<file path="config.mk">
export PLATFORM = sky130hd
export DESIGN_NAME = drum_iot_decoder
export DESIGN_NICKNAME = d
export VERILOG_FILES = /design/src/rtl/drum_iot_pkg.sv /design/src/rtl/drum_iot_dec.sv /design/src/rtl/drum_iot_addr.sv /design/src/rtl/drum_iot_flags.sv /design/src/rtl/drum_iot_decoder.sv
export SDC_FILE = /design/constraint.sdc
export NUM_CORES = 1
export LEC_CHECK = 0
export BUFFER_PORTS_ARGS = -buffer_cell sky130_fd_sc_hd__buf_2
export CORE_MARGIN = 4
export CORE_UTILIZATION = 48
export DETAILED_ROUTE_END_ITERATION = 8
export GPL_TIMING_DRIVEN = 0
export PLACE_DENSITY_LB_ADDON = 0.08
export SKIP_LAST_GASP = 1
export SYNTH_ARGS = -nofsm -noshare
export SYNTH_HDL_FRONTEND = slang
export SYNTH_SLANG_ARGS = --single-unit
</file>
<file path="constraint.sdc">
create_clock -name clk_i -period 2.7 [get_ports clk_i]
set_input_delay 0.54 -clock clk_i [delete_from_list [all_inputs] [get_ports clk_i]]
set_output_delay 0.54 -clock clk_i [all_outputs]
set_load 0.02 [all_outputs]
</file>
<file path="src/rtl/drum_iot_pkg.sv">
package drum_iot_pkg;
  typedef struct packed {
    logic load_ma;
    logic fn_write;
    logic load_sec;
    logic clr_flags;
    logic start;
    logic skip_done;
    logic skip_noerr;
  } iot_cmd_t;

  localparam int unsigned NUM_CODES = 3;
  localparam int unsigned FN_BIT    = 5;
endpackage

</file>
<file path="src/rtl/drum_iot_dec.sv">
module drum_iot_dec
  import drum_iot_pkg::*;
#(
  parameter int unsigned DEV_W    = 6,
  parameter int unsigned PULSE_W  = 6,
  parameter int unsigned DEV_BASE = 6'o60
) (
  input  logic               valid_i,
  input  logic [DEV_W-1:0]   dev_i,
  input  logic [PULSE_W-1:0] pulse_i,
  output iot_cmd_t           cmd_o
);
  localparam logic [PULSE_W-1:0] LD_MASK = PULSE_W'(6'o27);
  localparam logic [PULSE_W-1:0] LD_CODE = PULSE_W'(6'o06);

  logic [NUM_CODES-1:0] sel;

  for (genvar k = 0; k < NUM_CODES; k++) begin : g_sel
    assign sel[k] = valid_i && (dev_i == DEV_W'(DEV_BASE + k));
  end

  always_comb begin
    cmd_o            = '0;
    cmd_o.load_ma    = sel[0] && ((pulse_i & LD_MASK) == LD_CODE);
    cmd_o.fn_write   = pulse_i[FN_BIT];
    cmd_o.skip_done  = sel[1] && pulse_i[0];
    cmd_o.load_sec   = sel[1] && pulse_i[2];
    // restart on third code clears flags too
    cmd_o.clr_flags  = (sel[1] && pulse_i[1]) || (sel[2] && pulse_i[2]);
    cmd_o.start      = (sel[1] || sel[2]) && pulse_i[2];
    cmd_o.skip_noerr = sel[2] && pulse_i[0];
  end
endmodule

</file>
<file path="src/rtl/drum_iot_addr.sv">
module drum_iot_addr #(
  parameter int unsigned AC_W          = 18,
  parameter int unsigned MA_W          = 16,
  parameter int unsigned SEC_W         = 9,
  parameter int unsigned WORDS_PER_SEC = 256
) (
  input  logic             clk_i,
  input  logic             rst_ni,
  input  logic             load_ma_i,
  input  logic             fn_write_i,
  input  logic             load_sec_i,
  input  logic             advance_i,
  input  logic [AC_W-1:0]  ac_i,
  output logic [MA_W-1:0]  ma_o,
  output logic [SEC_W-1:0] sec_o,
  output logic             write_o
);
  localparam logic [MA_W-1:0]  MA_STEP  = MA_W'(WORDS_PER_SEC);
  localparam logic [SEC_W-1:0] SEC_STEP = SEC_W'(1);

  logic [MA_W-1:0]  ma_q;
  logic [SEC_W-1:0] sec_q;
  logic             wr_q;

  always_ff @(posedge clk_i or negedge rst_ni) begin
    if (!rst_ni) begin
      ma_q  <= '0;
      sec_q <= '0;
      wr_q  <= 1'b0;
    end else begin
      if (load_ma_i) begin
        ma_q <= ac_i[MA_W-1:0];
        wr_q <= fn_write_i;
      end else if (advance_i) begin
        ma_q <= ma_q + MA_STEP;
      end
      if (load_sec_i)     sec_q <= ac_i[SEC_W-1:0];
      else if (advance_i) sec_q <= sec_q + SEC_STEP;
    end
  end

  assign ma_o    = ma_q;
  assign sec_o   = sec_q;
  assign write_o = wr_q;
endmodule

</file>
<file path="src/rtl/drum_iot_flags.sv">
module drum_iot_flags (
  input  logic clk_i,
  input  logic rst_ni,
  input  logic clr_i,
  input  logic cmpl_i,
  input  logic cmpl_err_i,
  input  logic start_i,
  output logic done_o,
  output logic err_o,
  output logic start_o
);
  logic done_q, err_q, start_q;

  always_ff @(posedge clk_i or negedge rst_ni) begin
    if (!rst_ni) begin
      done_q  <= 1'b0;
      err_q   <= 1'b0;
      start_q <= 1'b0;
    end else begin
      start_q <= start_i;
      // completion outranks a same-cycle clear
      if (cmpl_i) begin
        done_q <= 1'b1;
        err_q  <= clr_i ? cmpl_err_i : (err_q | cmpl_err_i);
      end else if (clr_i) begin
        done_q <= 1'b0;
        err_q  <= 1'b0;
      end
    end
  end

  assign done_o  = done_q;
  assign err_o   = err_q;
  assign start_o = start_q;
endmodule

</file>
<file path="src/rtl/drum_iot_decoder.sv">
module drum_iot_decoder
  import drum_iot_pkg::*;
#(
  parameter int unsigned DEV_W         = 6,
  parameter int unsigned PULSE_W       = 6,
  parameter int unsigned DEV_BASE      = 6'o60,
  parameter int unsigned AC_W          = 18,
  parameter int unsigned MA_W          = 16,
  parameter int unsigned SEC_W         = 9,
  parameter int unsigned WORDS_PER_SEC = 256
) (
  input  logic               clk_i,
  input  logic               rst_ni,
  input  logic               iot_valid_i,
  input  logic [DEV_W-1:0]   dev_sel_i,
  input  logic [PULSE_W-1:0] pulse_i,
  input  logic [AC_W-1:0]    ac_i,
  output logic [AC_W-1:0]    ac_o,
  output logic               skip_o,
  output logic               status_o,
  output logic               start_o,
  output logic               start_write_o,
  output logic [SEC_W-1:0]   start_sector_o,
  output logic [MA_W-1:0]    start_maddr_o,
  input  logic               xfer_done_i,
  input  logic               xfer_err_i
);
  iot_cmd_t cmd;
  logic     done, err;

  drum_iot_dec #(
    .DEV_W(DEV_W), .PULSE_W(PULSE_W), .DEV_BASE(DEV_BASE)
  ) u_dec (
    .valid_i(iot_valid_i), .dev_i(dev_sel_i), .pulse_i(pulse_i), .cmd_o(cmd)
  );

  drum_iot_addr #(
    .AC_W(AC_W), .MA_W(MA_W), .SEC_W(SEC_W), .WORDS_PER_SEC(WORDS_PER_SEC)
  ) u_addr (
    .clk_i(clk_i), .rst_ni(rst_ni),
    .load_ma_i(cmd.load_ma), .fn_write_i(cmd.fn_write),
    .load_sec_i(cmd.load_sec), .advance_i(xfer_done_i), .ac_i(ac_i),
    .ma_o(start_maddr_o), .sec_o(start_sector_o), .write_o(start_write_o)
  );

  drum_iot_flags u_flags (
    .clk_i(clk_i), .rst_ni(rst_ni),
    .clr_i(cmd.clr_flags), .cmpl_i(xfer_done_i), .cmpl_err_i(xfer_err_i),
    .start_i(cmd.start),
    .done_o(done), .err_o(err), .start_o(start_o)
  );

  // skip reads pre-edge flags
  assign skip_o   = (cmd.skip_done && done) || (cmd.skip_noerr && !err);
  assign ac_o     = ac_i;
  assign status_o = done;
endmodule

</file>
; Word-level counts from Yosys, hierarchy flattened
; Cells that the tools add are included.
[op_classes]
mux = 8
bitwise = 1
n_reduce_logical = 19
n_eq_ne = 4
n_addsub = 2
[ops]
columns = operator, n
row1 = 16-bit 2-to-1 mux, 2
row2 = "6-bit == test, second input constant", 3
row3 = 9-bit 2-to-1 mux, 2
row4 = "16-bit by 9-bit adder with 16-bit output, second input constant", 1
row5 = 1-bit logical AND, 12
row6 = "9-bit by 1-bit adder with 9-bit output, second input constant", 1
row7 = 2-bit nonzero test, 3
row8 = "4-bit by 3-bit == test with 1-bit output, second input constant", 1
row9 = 1-bit 2-to-1 mux, 4
row10 = 1-bit logical OR, 3
row11 = 1-bit zero test, 1
row12 = 1-bit OR, 1
[word_totals]
in_bits = 35
wordCells = 40
reg_bits = 29

; Logic depth before layout (Yosys ltp)
[depth]
ltp_word = 6
ltp_mapped = 5
depth_no_buf = 5

; Modules after synthesis
; From an unflattened synthesis, not the netlist that was laid out.
[hier_totals]
hier_cells = 163
hier_area_um2 = 1644.1
[by_module_without_submodules]
columns = mod, seq_area_each_um2, area_per_inst_um2, n_inst, cells_per_inst
row1 = drum_iot_addr, 650.6, 1281.2, 1, 123
row2 = drum_iot_decoder, 0.0, 151.4, 1, 21
row3 = drum_iot_dec, 0.0, 115.1, 1, 13
row4 = drum_iot_flags, 75.1, 96.3, 1, 6

; Worst setup path after synthesis
; No wires, ideal clock.
[synth_path]
kind = input to register
start = input port pulse_i[0]
end = register u_addr.ma_q[2] (netlist: u_addr.ma_o[2])
n_path_buf = 1
setup_ns = 0.127
setup_slack_ns = 0.724
path_stages = 4
arrival_time_ns = 1.848
cell_sequence = or4b_4 nor4_4 buf_6 mux2_1
[synth_between]
elab_chain_len = 3
elab_cells_between_ends = 4
[synth_lines]
columns = element, line_no
row1 = "start, declared", drum_iot_decoder.sv:16  ; input logic [PULSE_W-1:0] pulse_i,
row2 = 4-bit by 3-bit == test with 1-bit output *, drum_iot_dec.sv:24  ; cmd_o.load_ma = sel[0] && ((pulse_i & LD_MASK) == LD_CODE);
row3 = 1-bit logical AND *, drum_iot_dec.sv:24
row4 = 16-bit 2-to-1 mux / 2-bit nonzero test (equally long branches), -
row5 = "end signal, assigned", drum_iot_addr.sv:32  ; ma_q <= ac_i[MA_W-1:0];
row6 = "end signal, assigned", drum_iot_addr.sv:35  ; ma_q <= ma_q + MA_STEP;
row7 = "end, declared", drum_iot_addr.sv:21  ; logic [MA_W-1:0] ma_q;
; Every way passes the cells marked *; elsewhere a longest branch is shown, timed or not.
; A chain may end at the register's enable or synchronous reset.

; Worst setup path in the final report
[layout_path]
start = input port dev_sel_i[2]
end = output port skip_o
[layout_between]
elab_chain_len = 5
elab_cells_between_ends = 9
[layout_lines]
columns = element, line_no
row1 = "start, declared", drum_iot_decoder.sv:15  ; input logic [DEV_W-1:0] dev_sel_i,
row2 = 6-bit == test, drum_iot_dec.sv:19  ; assign sel[k] = valid_i && (dev_i == DEV_W'(DEV_BASE + k));
row3 = 1-bit logical AND, drum_iot_dec.sv:19
row4 = "1-bit logical AND, on equally long branches", "drum_iot_dec.sv:26, drum_iot_dec.sv:31"
row5 = 1-bit logical AND, drum_iot_decoder.sv:54  ; assign skip_o = (cmd.skip_done && done) || (cmd.skip_noerr && !err);
row6 = 1-bit logical OR *, drum_iot_decoder.sv:54
row7 = "end, declared", drum_iot_decoder.sv:19  ; output logic skip_o,
; Marked as above.

==> impl_metrics.json <==
{
  "critPathMaxStageDelay_ps": 300,
  "rsz0062_at_grt": "false",
  "finalNetCount": 265,
  "synth.cell_area_mm2": 0.00158,
  "power_switching_uw": 605,
  "grtUsageTotal_pct": 18.7,
  "endpoint_kind": "output port",
  "cts_inserted_buffers": 5,
  "p_int_uw": 939,
  "p_sw_share_pct": 39.2,
  "synthDistinctLibCells": 26,
  "crit_slowest_cell": "nand4bb_1",
  "relSlewSlack_pct": 57.4,
  "grt_pass1_vias": 1382,
  "gp_routability_congestion": 0.755,
  "ir_drop_uv": 366,
  "yosysSeqAreaShare_pct": 46.0,
  "cts_max_level": 2,
  "io_buffers": 78,
  "pre_cts_ws_ps": 421,
  "cts_num_sinks": 29,
  "cts_setup_buffers": 0,
  "rrSetupSlack_ps": 1140,
  "area_growth_pct": 31.7,
  "insertedDiodeCount": 0,
  "ys_ff_latch": 29,
  "critPathRequiredTime_ps": 2160,
  "placementRows": 20,
  "fin_setup_tns_ps": 0,
  "route.met3.wl_um": 315,
  "maxCapViolCount": 0,
  "die_w_um": 65.3,
  "worst_pin_slew_ps": 639,
  "ios": 82,
  "clockPowerShare_pct": 16.9,
  "p_seq_share_pct": 44.2,
  "fmax_mhz": 497,
  "clk_latency_ps": 320,
  "ys_warn_count": 0,
  "final_cell_mix": "buf_2, dfrtp_1, buf_4",
  "cts_tree": "built",
  "grt-ovfl-total": 0,
  "start_kind": "input pin",
  "setup_violations": 0,
  "crit_arrival_ps": 1470,
  "cts-root-buf": "clkbuf_4",
  "status": "complete, no violations",
  "grt_pass1_wl_um": 6110,
  "postLayoutCoreUtil_pct": 66.9,
  "synth.avg_cell_area_um2": 11.0,
  "grt_start_max_net_pins": 30,
  "clk_pin_slew_ps": 80,
  "drt_drc_violations_left": 0,
  "synth.area.top_cells": "dfrtp_1, mux2_2, buf_4, xor2_1, xnor2_1",
  "vias": 1334,
  "final_common_cell": "buf_2",
  "power_frac_comb_pct": 38.8,
  "fin_area_mm2": 0.00208,
  "r2r-end": "u_addr.sec_o[8]$_DFFE_PN0P_",
  "holdBufCountCts": 0,
  "ff2ff_path_depth": 5,
  "synthCells": 143,
  "dieArea_mm2": 0.00427,
  "yosysTopAreaCell": "dfrtp_1",
  "timing.final.ws_setup_ps": 688,
  "crit-reg2reg-launch": "u_addr.sec_o[0]$_DFFE_PN0P_",
  "crit_path_cell_trace": "buf_2 -> nand4bb_1 -> nor2_1 -> and3_1 -> buf_2",
  "die_h_um": 65.3,
  "powerDensity_mw_per_mm2": 744,
  "synth_fp_nets": 180,
  "cts.path.max_buffers": 2,
  "report.final.slew_viol_count": 0,
  "post_dp_cell_area_mm2": 0.00202,
  "wl_um": 3530,
  "start_util_pct": 50.8,
  "post_drt_wl_per_cell_um": 13.0,
  "first_pass_iters": 4,
  "maxUsedRoutingLayer": "met4",
  "drive_gt1_share_pct": 53.1,
  "critPathMaxFanout": 3,
  "p_leak_nw": 1.11,
  "hold_viol_final": 0,
  "synth.top_cell.area_share_pct": 46.0,
  "drt-met1-wl_um": 1380,
  "antenna_found_initial": 0,
  "ctsResizeCount": 0,
  "fin_crit_ps": 2010,
  "ant_nets": 0,
  "crit_top_cell": "buf_2",
  "wl_met2_um": 1800,
  "dp.final_hpwl_um": 2800,
  "drt_iter0_drc": 65,
  "skew_ps": 6.00,
  "critPathKind": "input pin to output port",
  "fp.coreArea_mm2": 0.00310,
  "hold_class": "input pin to asynchronous set/reset pin",
  "vias_per_cell": 4.90,
  "post-route-period-util_pct": 74.5
}
[registers in the layout, summed over array words and instances (netlist names)]
signal,flops
u_addr.ma_o,16
u_addr.sec_o,9
u_addr.write_o,1
u_flags.done_o,1
u_flags.err_o,1
u_flags.start_o,1
[worst max path at each step]
stage	slack [ps]	startpoint	end	cells after the start
after global routing	600	dev_sel_i[2]	skip_o	5
after detailed placement	420	pulse_i[0]	u_addr.ma_o[5]$_DFFE_PN0P_	5
after floorplan	720	pulse_i[0]	u_addr.ma_o[2]$_DFFE_PN0P_	4
after CTS	700	dev_sel_i[2]	skip_o	5
after global placement	480	pulse_i[0]	u_addr.ma_o[4]$_DFFE_PN0P_	5
final	690	dev_sel_i[2]	skip_o	5
[stage by stage]
stage | cells | power (mW) | hold WS [ps]
CTS | 272 | 1.57 | 255
floorplan | 143 | 1.07 | 244
finish | 272 | 1.54 | 237
global route | 272 | 1.68 | 271
detailed placement | 265 | 1.30 | 479
global placement | 265 | 1.28 | 464
[power by group through the flow]
stage          sequential, mW  combinational (mW)  clock, mW
2_1_floorplan           0.802               0.270          0
3_3_place_gp            0.682               0.593          0
6_report                0.683               0.600      0.262
3_5_place_dp            0.691               0.606          0
4_1_cts                 0.683               0.609      0.275
5_1_grt                 0.707               0.670      0.299
[critical path: cells and delay by family]
kind,cells,cell delay (ps)
buf+inv,2,250
simple gates,3,680
[metal layers]
metal  global-route usage [%]  vias up
met4                     6.74        0
met3                     5.81        4
met1                     21.1      633
li1                         -      648
met5                        0        -
met2                     33.0       49
[synth_stat cells]
master     number
dfrtp_1        29
buf_4          18
nand2_1        16
mux2_2         14
o21ai_0         8
xor2_1          8
nand4_1         7
xnor2_1         7
mux2_1          5
and3_1          4
nor2_1          4
inv_1           3
nor3_1          3
buf_2           2
ha_1            2
mux2i_1         2
nor2b_1         2
a21o_1          1
a22o_1          1
buf_1           1
buf_6           1
nand2b_1        1
nand4bb_1       1
nor4_4          1
o2bb2ai_1       1
or4b_4          1
[cell families (layout without fill, tap and decap cells)]
| group | after synthesis | count (layout) | share of synthesized area (%) |
|---|---|---|---|
| AO/OA/AOI/OAI | 11 | 11 | 4.13 |
| multiplexers | 21 | 21 | 14.8 |
| XOR/XNOR | 15 | 15 | 8.33 |
| buffers and inverters | 25 | 110 | 10.9 |
| AND/OR/NAND/NOR | 40 | 40 | 14.2 |
| adder cells (fa/ha/maj) | 2 | 2 | 1.59 |
| flip-flops | 29 | 29 | 46.0 |
[cell type report]
cell class | instances | area, um^2
Inverter | 3 | 11.3
Clock buffer | 7 | 55.1
Timing Repair Buffer | 78 | 390
Multi-Input combinational cell | 89 | 679
Sequential cell | 29 | 726
Tap cell | 44 | 55.1
Fill cell | 289 | 1030
Buffer | 22 | 160
(Power assumes the default switching activity.)
